**src/rtl/tmr_pkg.sv**
```systemverilog
package tmr_pkg;

  typedef enum logic [3:0] {
    A_CTRL   = 4'd0,
    A_STAT   = 4'd1,
    A_CAP_H  = 4'd2,
    A_CAP_L  = 4'd3,
    A_CMP_H  = 4'd4,
    A_CMP_L  = 4'd5,
    A_CNT_H  = 4'd6,
    A_CNT_L  = 4'd7,
    A_ALT_H  = 4'd8,
    A_ALT_L  = 4'd9
  } tmr_addr_e;

  localparam int unsigned CTRL_IE_CAP = 7;
  localparam int unsigned CTRL_IE_CMP = 6;
  localparam int unsigned CTRL_IE_OVF = 5;
  localparam int unsigned CTRL_EDGE   = 1;
  localparam int unsigned CTRL_LEVEL  = 0;

  function automatic logic [15:0] tmr_next(input logic [15:0] v);
    return v + 16'd1;
  endfunction

  function automatic logic tmr_wraps(input logic [15:0] v);
    return &v;
  endfunction

  function automatic logic edge_seen(input logic rise_sel, input logic cur, input logic prev);
    return rise_sel ? (cur & ~prev) : (~cur & prev);
  endfunction

endpackage

```
**src/rtl/tmr_counter.sv**
```systemverilog
module tmr_counter
  import tmr_pkg::*;
#(
  parameter int unsigned CNT_W   = 16,
  parameter logic [15:0] RST_VAL = 16'hFFFC
) (
  input  logic             clk,
  input  logic             rst_n,
  input  logic             tick,
  input  logic             hi_rd,
  input  logic             lo_rd,
  output logic [CNT_W-1:0] cnt_q,
  output logic [7:0]       lo_view,
  output logic             wrap_evt
);
  logic [7:0] lo_frozen;
  logic       frozen_vld;

  assign wrap_evt = tick & tmr_wraps(cnt_q);
  assign lo_view  = frozen_vld ? lo_frozen : cnt_q[7:0];

  always_ff @(posedge clk) begin
    if (!rst_n) begin
      cnt_q      <= RST_VAL;
      lo_frozen  <= '0;
      frozen_vld <= 1'b0;
    end else begin
      if (tick) cnt_q <= tmr_next(cnt_q);
      if (hi_rd) begin
        lo_frozen  <= cnt_q[7:0];
        frozen_vld <= 1'b1;
      end else if (lo_rd) begin
        frozen_vld <= 1'b0;
      end
    end
  end

  assert_cnt_step_R2: assert property (@(posedge clk) disable iff (!rst_n)
    tick |=> cnt_q == tmr_next($past(cnt_q)));
  assert_cnt_hold_R2: assert property (@(posedge clk) disable iff (!rst_n)
    !tick |=> $stable(cnt_q));
  assert_wrap_zero_R3: assert property (@(posedge clk) disable iff (!rst_n)
    wrap_evt |=> cnt_q == '0);
endmodule

```
**src/rtl/tmr_capture.sv**
```systemverilog
module tmr_capture
  import tmr_pkg::*;
#(
  parameter int unsigned CNT_W = 16,
  parameter int unsigned SYNC  = 2
) (
  input  logic             clk,
  input  logic             rst_n,
  input  logic             pin,
  input  logic             rise_sel,
  input  logic [CNT_W-1:0] cnt,
  output logic [CNT_W-1:0] cap_q,
  output logic             cap_evt
);
  logic [SYNC-1:0] sync_q;
  logic            prev_q;
  logic            synced;

  assign synced  = sync_q[SYNC-1];
  assign cap_evt = edge_seen(rise_sel, synced, prev_q);

  always_ff @(posedge clk) begin
    if (!rst_n) begin
      sync_q <= '0;
      prev_q <= 1'b0;
    end else begin
      sync_q <= {sync_q[SYNC-2:0], pin};
      prev_q <= synced;
    end
  end

  always_ff @(posedge clk) begin
    if (cap_evt) cap_q <= cnt;
  end

  assert_cap_load_R4: assert property (@(posedge clk) disable iff (!rst_n)
    cap_evt |=> cap_q == $past(cnt));
  assert_cap_keep_R4: assert property (@(posedge clk) disable iff (!rst_n)
    !cap_evt |=> $stable(cap_q));
endmodule

```
**src/rtl/tmr_compare.sv**
```systemverilog
module tmr_compare
  import tmr_pkg::*;
#(
  parameter int unsigned CNT_W = 16
) (
  input  logic             clk,
  input  logic             rst_n,
  input  logic             tick,
  input  logic [CNT_W-1:0] cnt,
  input  logic             hi_wr,
  input  logic             lo_wr,
  input  logic [7:0]       wdata,
  input  logic             level,
  output logic [CNT_W-1:0] cmp_q,
  output logic             hit,
  output logic             pin_q
);
  logic blocked_q;

  assign hit = tick & ~blocked_q & (tmr_next(cnt) == cmp_q);

  always_ff @(posedge clk) begin
    if (hi_wr) cmp_q[CNT_W-1 -: 8] <= wdata;
    if (lo_wr) cmp_q[7:0]          <= wdata;
  end

  always_ff @(posedge clk) begin
    if (!rst_n) begin
      blocked_q <= 1'b0;
      pin_q     <= 1'b0;
    end else begin
      if (hi_wr)      blocked_q <= 1'b1;
      else if (lo_wr) blocked_q <= 1'b0;
      if (hit) pin_q <= level;
    end
  end

  assert_pin_level_R6: assert property (@(posedge clk) disable iff (!rst_n)
    hit |=> pin_q == $past(level));
  assert_pin_hold_R7: assert property (@(posedge clk) disable iff (!rst_n)
    !hit |=> $stable(pin_q));
  assert_block_match_R10: assert property (@(posedge clk) disable iff (!rst_n)
    blocked_q |-> !hit);
endmodule

```
**src/rtl/capcmp_timer.sv**
```systemverilog
module capcmp_timer
  import tmr_pkg::*;
#(
  parameter int unsigned CNT_W   = 16,
  parameter logic [15:0] RST_VAL = 16'hFFFC,
  parameter int unsigned SYNC    = 2
) (
  input  logic       clk,
  input  logic       rst_n,
  input  logic       tick_en,
  input  logic [3:0] bus_addr,
  input  logic       bus_rd,
  input  logic       bus_wr,
  input  logic [7:0] bus_wdata,
  output logic [7:0] bus_rdata,
  input  logic       cap_in,
  output logic       cmp_out,
  output logic       irq_cap,
  output logic       irq_cmp,
  output logic       irq_ovf
);
  localparam int unsigned HI = CNT_W - 1;

  logic ie_cap, ie_cmp, ie_ovf, level;
  logic rise_sel;
  logic f_cap, f_cmp, f_ovf;
  logic arm_cap, arm_cmp, arm_ovf;

  logic [CNT_W-1:0] cnt_q, cap_q, cmp_q;
  logic [7:0]       lo_view;
  logic             wrap_evt, cap_evt, cmp_hit;

  logic rd_ctrl, rd_stat, rd_cap_l, rd_cnt_h, rd_cnt_l, rd_alt_h, rd_alt_l;
  logic wr_ctrl, wr_cmp_h, wr_cmp_l;
  logic clr_cap, clr_cmp, clr_ovf;

  assign rd_ctrl  = bus_rd & (bus_addr == A_CTRL);
  assign rd_stat  = bus_rd & (bus_addr == A_STAT);
  assign rd_cap_l = bus_rd & (bus_addr == A_CAP_L);
  assign rd_cnt_h = bus_rd & (bus_addr == A_CNT_H);
  assign rd_cnt_l = bus_rd & (bus_addr == A_CNT_L);
  assign rd_alt_h = bus_rd & (bus_addr == A_ALT_H);
  assign rd_alt_l = bus_rd & (bus_addr == A_ALT_L);
  assign wr_ctrl  = bus_wr & (bus_addr == A_CTRL);
  assign wr_cmp_h = bus_wr & (bus_addr == A_CMP_H);
  assign wr_cmp_l = bus_wr & (bus_addr == A_CMP_L);

  assign clr_cap = arm_cap & rd_cap_l;
  assign clr_cmp = arm_cmp & wr_cmp_l;
  assign clr_ovf = arm_ovf & rd_cnt_l;

  tmr_counter #(.CNT_W(CNT_W), .RST_VAL(RST_VAL)) u_cnt (
    .clk      (clk),
    .rst_n    (rst_n),
    .tick     (tick_en),
    .hi_rd    (rd_cnt_h | rd_alt_h),
    .lo_rd    (rd_cnt_l | rd_alt_l),
    .cnt_q    (cnt_q),
    .lo_view  (lo_view),
    .wrap_evt (wrap_evt)
  );

  tmr_capture #(.CNT_W(CNT_W), .SYNC(SYNC)) u_cap (
    .clk      (clk),
    .rst_n    (rst_n),
    .pin      (cap_in),
    .rise_sel (rise_sel),
    .cnt      (cnt_q),
    .cap_q    (cap_q),
    .cap_evt  (cap_evt)
  );

  tmr_compare #(.CNT_W(CNT_W)) u_cmp (
    .clk   (clk),
    .rst_n (rst_n),
    .tick  (tick_en),
    .cnt   (cnt_q),
    .hi_wr (wr_cmp_h),
    .lo_wr (wr_cmp_l),
    .wdata (bus_wdata),
    .level (level),
    .cmp_q (cmp_q),
    .hit   (cmp_hit),
    .pin_q (cmp_out)
  );

  // control byte: enables and level are reset, edge select is not
  always_ff @(posedge clk) begin
    if (!rst_n) begin
      ie_cap <= 1'b0;
      ie_cmp <= 1'b0;
      ie_ovf <= 1'b0;
      level  <= 1'b0;
    end else if (wr_ctrl) begin
      ie_cap <= bus_wdata[CTRL_IE_CAP];
      ie_cmp <= bus_wdata[CTRL_IE_CMP];
      ie_ovf <= bus_wdata[CTRL_IE_OVF];
      level  <= bus_wdata[CTRL_LEVEL];
    end
  end

  always_ff @(posedge clk) begin
    if (rst_n && wr_ctrl) rise_sel <= bus_wdata[CTRL_EDGE];
  end

  // flags keep their value through reset; a new event wins over a clear
  always_ff @(posedge clk) begin
    if (cap_evt)      f_cap <= 1'b1;
    else if (clr_cap) f_cap <= 1'b0;
    if (cmp_hit)      f_cmp <= 1'b1;
    else if (clr_cmp) f_cmp <= 1'b0;
    if (wrap_evt)     f_ovf <= 1'b1;
    else if (clr_ovf) f_ovf <= 1'b0;
  end

  // first half of the clear handshake
  always_ff @(posedge clk) begin
    if (!rst_n) begin
      arm_cap <= 1'b0;
      arm_cmp <= 1'b0;
      arm_ovf <= 1'b0;
    end else begin
      if (rd_stat && f_cap) arm_cap <= 1'b1;
      else if (rd_cap_l)    arm_cap <= 1'b0;
      if (rd_stat && f_cmp) arm_cmp <= 1'b1;
      else if (wr_cmp_l)    arm_cmp <= 1'b0;
      if (rd_stat && f_ovf) arm_ovf <= 1'b1;
      else if (rd_cnt_l)    arm_ovf <= 1'b0;
    end
  end

  assign irq_cap = f_cap & ie_cap;
  assign irq_cmp = f_cmp & ie_cmp;
  assign irq_ovf = f_ovf & ie_ovf;

  always_comb begin
    bus_rdata = 8'h00;
    if (bus_rd) begin
      case (bus_addr)
        A_CTRL:  bus_rdata = {ie_cap, ie_cmp, ie_ovf, 3'b000, rise_sel, level};
        A_STAT:  bus_rdata = {f_cap, f_cmp, f_ovf, 5'b00000};
        A_CAP_H: bus_rdata = cap_q[HI -: 8];
        A_CAP_L: bus_rdata = cap_q[7:0];
        A_CMP_H: bus_rdata = cmp_q[HI -: 8];
        A_CMP_L: bus_rdata = cmp_q[7:0];
        A_CNT_H, A_ALT_H: bus_rdata = cnt_q[HI -: 8];
        A_CNT_L, A_ALT_L: bus_rdata = lo_view;
        default: bus_rdata = 8'h00;
      endcase
    end
  end

  assert_ctrl_gaps_R1: assert property (@(posedge clk) disable iff (!rst_n)
    rd_ctrl |-> bus_rdata[4:2] == 3'b000);
  assert_ovf_set_R3: assert property (@(posedge clk) disable iff (!rst_n)
    wrap_evt |=> f_ovf);
  assert_cap_set_R5: assert property (@(posedge clk) disable iff (!rst_n)
    cap_evt |=> f_cap);
  assert_cmp_set_R6: assert property (@(posedge clk) disable iff (!rst_n)
    cmp_hit |=> f_cmp);
  assert_ovf_noarm_R8: assert property (@(posedge clk) disable iff (!rst_n)
    (f_ovf && !arm_ovf) |=> f_ovf);
  assert_alt_keep_R9: assert property (@(posedge clk) disable iff (!rst_n)
    (f_ovf && rd_alt_l) |=> f_ovf);
endmodule

```
**config.mk**
```make
export PLATFORM = sky130hd
export DESIGN_NAME = capcmp_timer
export DESIGN_NICKNAME = d
export VERILOG_FILES = /design/src/rtl/tmr_pkg.sv /design/src/rtl/tmr_counter.sv /design/src/rtl/tmr_capture.sv /design/src/rtl/tmr_compare.sv /design/src/rtl/capcmp_timer.sv
export SDC_FILE = /design/constraint.sdc
export NUM_CORES = 1
export LEC_CHECK = 0
export ABC_CLOCK_PERIOD_IN_PS = 3100
export BUFFER_PORTS_ARGS = -buffer_cell sky130_fd_sc_hd__buf_2
export CAP_MARGIN = 20
export CORE_MARGIN = 8
export CORE_UTILIZATION = 60
export CTS_CLUSTER_SIZE = 30
export DETAILED_ROUTE_END_ITERATION = 7
export HOLD_SLACK_MARGIN = 0.05
export MAX_ROUTING_LAYER = met4
export PLACE_DENSITY = 0.85
export SYNTH_ARGS = -nofsm -noshare
export SYNTH_HDL_FRONTEND = slang
export SYNTH_SLANG_ARGS = --single-unit
```
**constraint.sdc**
```tcl
create_clock -name clk -period 3.1 [get_ports clk]
set_input_delay 0.31 -clock clk [delete_from_list [all_inputs] [get_ports clk]]
set_output_delay 0.31 -clock clk [all_outputs]
set_load 0.05 [all_outputs]
```
[After elaboration in Yosys (flattened, before gate mapping)]
Cells that the tools add are included.
Storage, ports and cells
  word-level logic and storage cells: 83
  input port bits: 18
  register bits after elaboration: 73
Cells by class
  mux-type cells: 13
  reductions and logical operators: 13
  bitwise logic cells: 25
  add/subtract/negate cells: 1
  equality and inequality tests: 10
Operators with widths (number)
  8-bit one-hot mux with 8 select lines: 1
  1-bit AND: 20
  16-bit by 1-bit adder with 16-bit output, second input constant: 1
  16-bit equality test: 1
  4-bit by 3-bit equality test with 1-bit output, second input constant: 4
  8-bit two-way mux: 2
  16-bit AND reduction: 1
  1-bit two-way mux: 10
  2-bit nonzero test: 5
  4-bit by 2-bit equality test with 1-bit output, second input constant: 2
  4-bit equality test, second input constant: 2
  4-bit by 1-bit equality test with 1-bit output, second input constant: 1
  1-bit logical AND: 4
  4-bit zero test: 1
  2-bit OR reduction: 2
  1-bit inverter: 3
  1-bit bitwise OR: 2

[Logic depth before layout (Yosys ltp)]
  word-level depth: 5
  depth in mapped cells: 9
  mapped depth without buffers: 8

[Hierarchy]
A second synthesis with hierarchy kept.
Second synthesis, totals
  cells, all modules: 371
  area, all modules: 3947.5 µm²
By module, submodules not included
  tmr_compare: cells an instance 102, area an instance 1157.4 µm², instances 1, seq. area each 520.5 µm²
  tmr_counter: cells an instance 119, area an instance 1138.6 µm², instances 1, seq. area each 500.5 µm²
  capcmp_timer: cells an instance 125, area an instance 1062.3 µm², instances 1, seq. area each 230.2 µm²
  tmr_capture: cells an instance 25, area an instance 589.3 µm², instances 1, seq. area each 540.5 µm²

[Worst setup path after synthesis]
Ideal clock, no wire load.
  path type: input to output
  from: input port bus_addr[0]
  to: output port bus_rdata[5]
  stages on the path: 7
  slack: 561 ps
  path buffers: 3
  arrival time: 2229 ps
  required time: 2790 ps
  cell sequence: clkbuf_1 > clkbuf_1 > buf_1 > nand3_1 > o21ai_0 > a22oi_1 > a21oi_1
Between the ends
  word-level cells in the longest chain between the ends: 4
RTL lines
  from (decl): line capcmp_timer.sv:11  | input logic [3:0] bus_addr,
  4-bit by 3-bit equality test with 1-bit output / 4-bit equality test (equally long branches): line capcmp_timer.sv:139  | case (bus_addr)
  2-bit OR reduction: line capcmp_timer.sv:139
  8-bit one-hot mux with 8 select lines *: line capcmp_timer.sv:139
  8-bit two-way mux *: line capcmp_timer.sv:138  | if (bus_rd) begin
  to (decl): line capcmp_timer.sv:15  | output logic [7:0] bus_rdata,
Every way passes the cells marked *; elsewhere a longest branch is shown, timed or not.

[Worst setup path after layout]
  from: register u_cnt.frozen_vld
  to: output port bus_rdata[6]
Between the ends
  word-level cells in the longest chain between the ends: 3
RTL lines
  from (decl): line tmr_counter.sv:17  | logic frozen_vld;
  from (signal assigned): line tmr_counter.sv:26  | frozen_vld <= 1'b0;
  from (signal assigned): line tmr_counter.sv:31  | frozen_vld <= 1'b1;
  from (signal assigned): line tmr_counter.sv:33  | frozen_vld <= 1'b0;
  8-bit two-way mux: line tmr_counter.sv:20  | assign lo_view = frozen_vld ? lo_frozen : cnt_q[7:0];
  8-bit one-hot mux with 8 select lines: line capcmp_timer.sv:139
  8-bit two-way mux: line capcmp_timer.sv:138
Every way passes these cells.

==> metrics.txt <==
Worst Hold Class=in2reg; hold depth=1; hold path endpoint=u_cmp.cmp_q[3]; RSZ-0062 raised after global routing=false; fmax=379 MHz; all-layer global routing usage=0.229; die area=0.00897 mm^2; status=complete, no violations; Setup Slack @ Placement=0.584 ns; CTS clk-pin slew, worst paths=0.07 ns; Crit path required time=2.79 ns; Worst Skew=0.0117 ns; Design Area, Final=0.00410 mm^2; GPL Wtd Cong=0.877; Antenna Cells=0; Synth Cell Area=0.00372 mm^2; Inserted Clock Buffers=9; final WL=9.70 mm; internal power=1.62 mW; syn avg cell area=9.73 um^2; I/O Buffers=29; via/cell ratio=6.39; Synth cell types=55; max_cap viols=0; clock latency on the worst-skew pair=0.36 ns; cell taking the most area after synthesis=edfxtp_1; switching share of power=0.252; clock share of power=0.403; number of global-route vias before repair=2769; setup repair bufs after CTS=0; H-tree depth=3; post-route clock period utilization=0.851; die width=94.7 um; Die Height=94.7 um; GRT overflow=0; power per cell area=528 mW/mm^2; final worst slack=0.463 ns; Longest Clk Path Bufs=2; Hold-fix buffers, CTS=0; hold_ws=0.140 ns; Slew HR=0.491; reg2reg end=u_cmp.pin_q; hpwl dp=6.93 mm; via count=3063; Yosys warning count=0; Worst R2R Setup Slack=0.55 ns; ANT nets after route=0; Final #Nets=418; min Tclk post-route=2.64 ns; Net Switching=0.545 mW; VDD IR-drop max=0.000385 V; Seq/Total Area, Yosys=0.482; first-pass GRT wire length=14.8 mm; CP Max Fanout=9; Sequential Power Share=0.492; reg-to-reg startpoint=u_cnt.cnt_q[1]; Slew Limit Fails=0; Pleak=1.51 nW; #FFs+latches synth=73; Slew @ Worst Pin=0.762 ns; Rows=28; final hold violations=0; element type at the critical path start=flip-flop; CTS tree=done; CTS sink cnt=73; HP Start=bus_wdata[3]; ys async rst share=0; Synth top area share=0.267; area added between synthesis and finish=10.3%; core area=0.00596 mm^2; Comb pwr share=0.105; crit path DAT=2.33 ns; share of cells above drive strength 1=0.168; cts repair resizes=0; placed cell area=0.00386 mm^2; Syn Nets=401; IO Pins=30; starting density of the core=0.624; pin count of the biggest net entering global routing=27; Avg WL per Cell=20.3 um; kind of critical path=reg2out; # setup viols final=0; DR iter-0 viols=436; count leader, synth=nand2_1; Primary FF master, synth=dfxtp_1; EDFF count, synth=33; fillers=452; initial antenna violation count=0; clock tree root driver cell=clkbuf_8; DR pass1 iterations=6; # DRC=0; Sum Neg Setup Slack=0 ns; Worst Setup End Kind=primary output; r2r worst-path depth=8; synthesized instance count=382; synth cell count leaders=42 x nand2_1, 40 x dfxtp_1, 33 x edfxtp_1; final total power=2.16 mW; Synth area leaders=edfxtp_1 27%, dfxtp_1 22%, nand2_1 4.2%
==> layout make-up <==
| cell class | count | area, um^2 | area share |
|---|---|---|---|
| clock buffers | 10 | 149 | 0.0363 |
| clock inverters | 6 | 86.3 | 0.0211 |
| inverters | 4 | 15.0 | 0.00366 |
| multi-input cells | 277 | 1780 | 0.434 |
| flip-flops and latches | 73 | 1790 | 0.437 |
| well taps | 75 | 93.8 | 0.0229 |
| repair buffers | 34 | 183 | 0.0446 |
==> sequential cells by signal (all words and copies together) (netlist names) <==
| name | flops |
|---|---|
| arm_cap | 1 |
| arm_cmp | 1 |
| arm_ovf | 1 |
| f_cap | 1 |
| f_cmp | 1 |
| f_ovf | 1 |
| ie_cap | 1 |
| ie_cmp | 1 |
| ie_ovf | 1 |
| level | 1 |
| rise_sel | 1 |
| u_cap.cap_q | 16 |
| u_cap.prev_q | 1 |
| u_cap.sync_q | 2 |
| u_cmp.blocked_q | 1 |
| u_cmp.cmp_q | 16 |
| u_cmp.pin_q | 1 |
| u_cnt.cnt_q | 16 |
| u_cnt.frozen_vld | 1 |
| u_cnt.lo_frozen | 8 |
==> cells by family (layout without fill, tap and decap cells) <==
| family | after synthesis | count (layout) | synth area share |
|---|---|---|---|
| AOI/OAI and AO/OA | 78 | 78 | 0.141 |
| xor gates and xnor gates | 29 | 29 | 0.0683 |
| adders and majority gates | 1 | 1 | 0.00337 |
| buffers and inverters | 32 | 54 | 0.0387 |
| DFF | 73 | 73 | 0.482 |
| muxes | 23 | 23 | 0.0657 |
| and+or+nand+nor | 146 | 146 | 0.200 |
==> power by group through the flow <==
stage                     sequential (mW)  clock, mW  combinational, mW
after floorplan                      1.07          0              0.174
after global placement               1.08          0              0.217
after detailed placement             1.09          0              0.221
after CTS                            1.06      0.878              0.223
after global routing                 1.07      0.916              0.244
final                                1.07      0.872              0.227
==> per-stage QoR <==
stage / std cells / util
5_1_grt: 479 / 0.688
3_3_place_gp: 463 / 0.649
4_1_cts: 479 / 0.688
6_report: 479 / 0.688
2_1_floorplan: 382 / -
3_5_place_dp: 463 / 0.649
==> how the worst max path moves through the flow <==
stage | startpoint | to | depth (start not counted)
2_1_floorplan | bus_addr[0] | bus_rdata[5] | 7
3_3_place_gp | u_cnt.cnt_q[1] | u_cmp.pin_q | 8
3_5_place_dp | u_cnt.cnt_q[1] | u_cmp.pin_q | 8
4_1_cts | u_cnt.frozen_vld | bus_rdata[6] | 6
5_1_grt | u_cnt.cnt_q[1] | u_cmp.pin_q | 8
6_report | u_cnt.frozen_vld | bus_rdata[6] | 6
==> critical path: stages (launching register included) <==
cell and delay [ns]:
dfxtp_1 0.56, mux2_2 0.40, a222oi_1 0.40, o21ai_0 0.17
a21oi_1 0.14, nor2_1 0.07, buf_2 0.22
==> metal layers <==
layer	vias up	track usage	wire length (um)
met5	-	-	0
met4	0	0.104	223
met3	19	0.0421	971
met2	192	0.340	4470
met1	1427	0.297	4040
li1	1425	-	-
==> cells in the final DEF (no fill, tap or decap), types with 6 or more instances in the layout <==
cell type and n:
clkbuf_8 9, nand4_1 6, mux2_2 11, and3_1 9, edfxtp_1 33, nand3_1 17
a22oi_1 12, nand2_1 42, nor2_1 31, mux2i_1 12, and2_1 9, nor3_1 8
xor2_1 13, xnor2_1 16, buf_2 29, a21oi_1 21, o21ai_0 10, dfxtp_1 40
(Power assumes the default switching activity.)
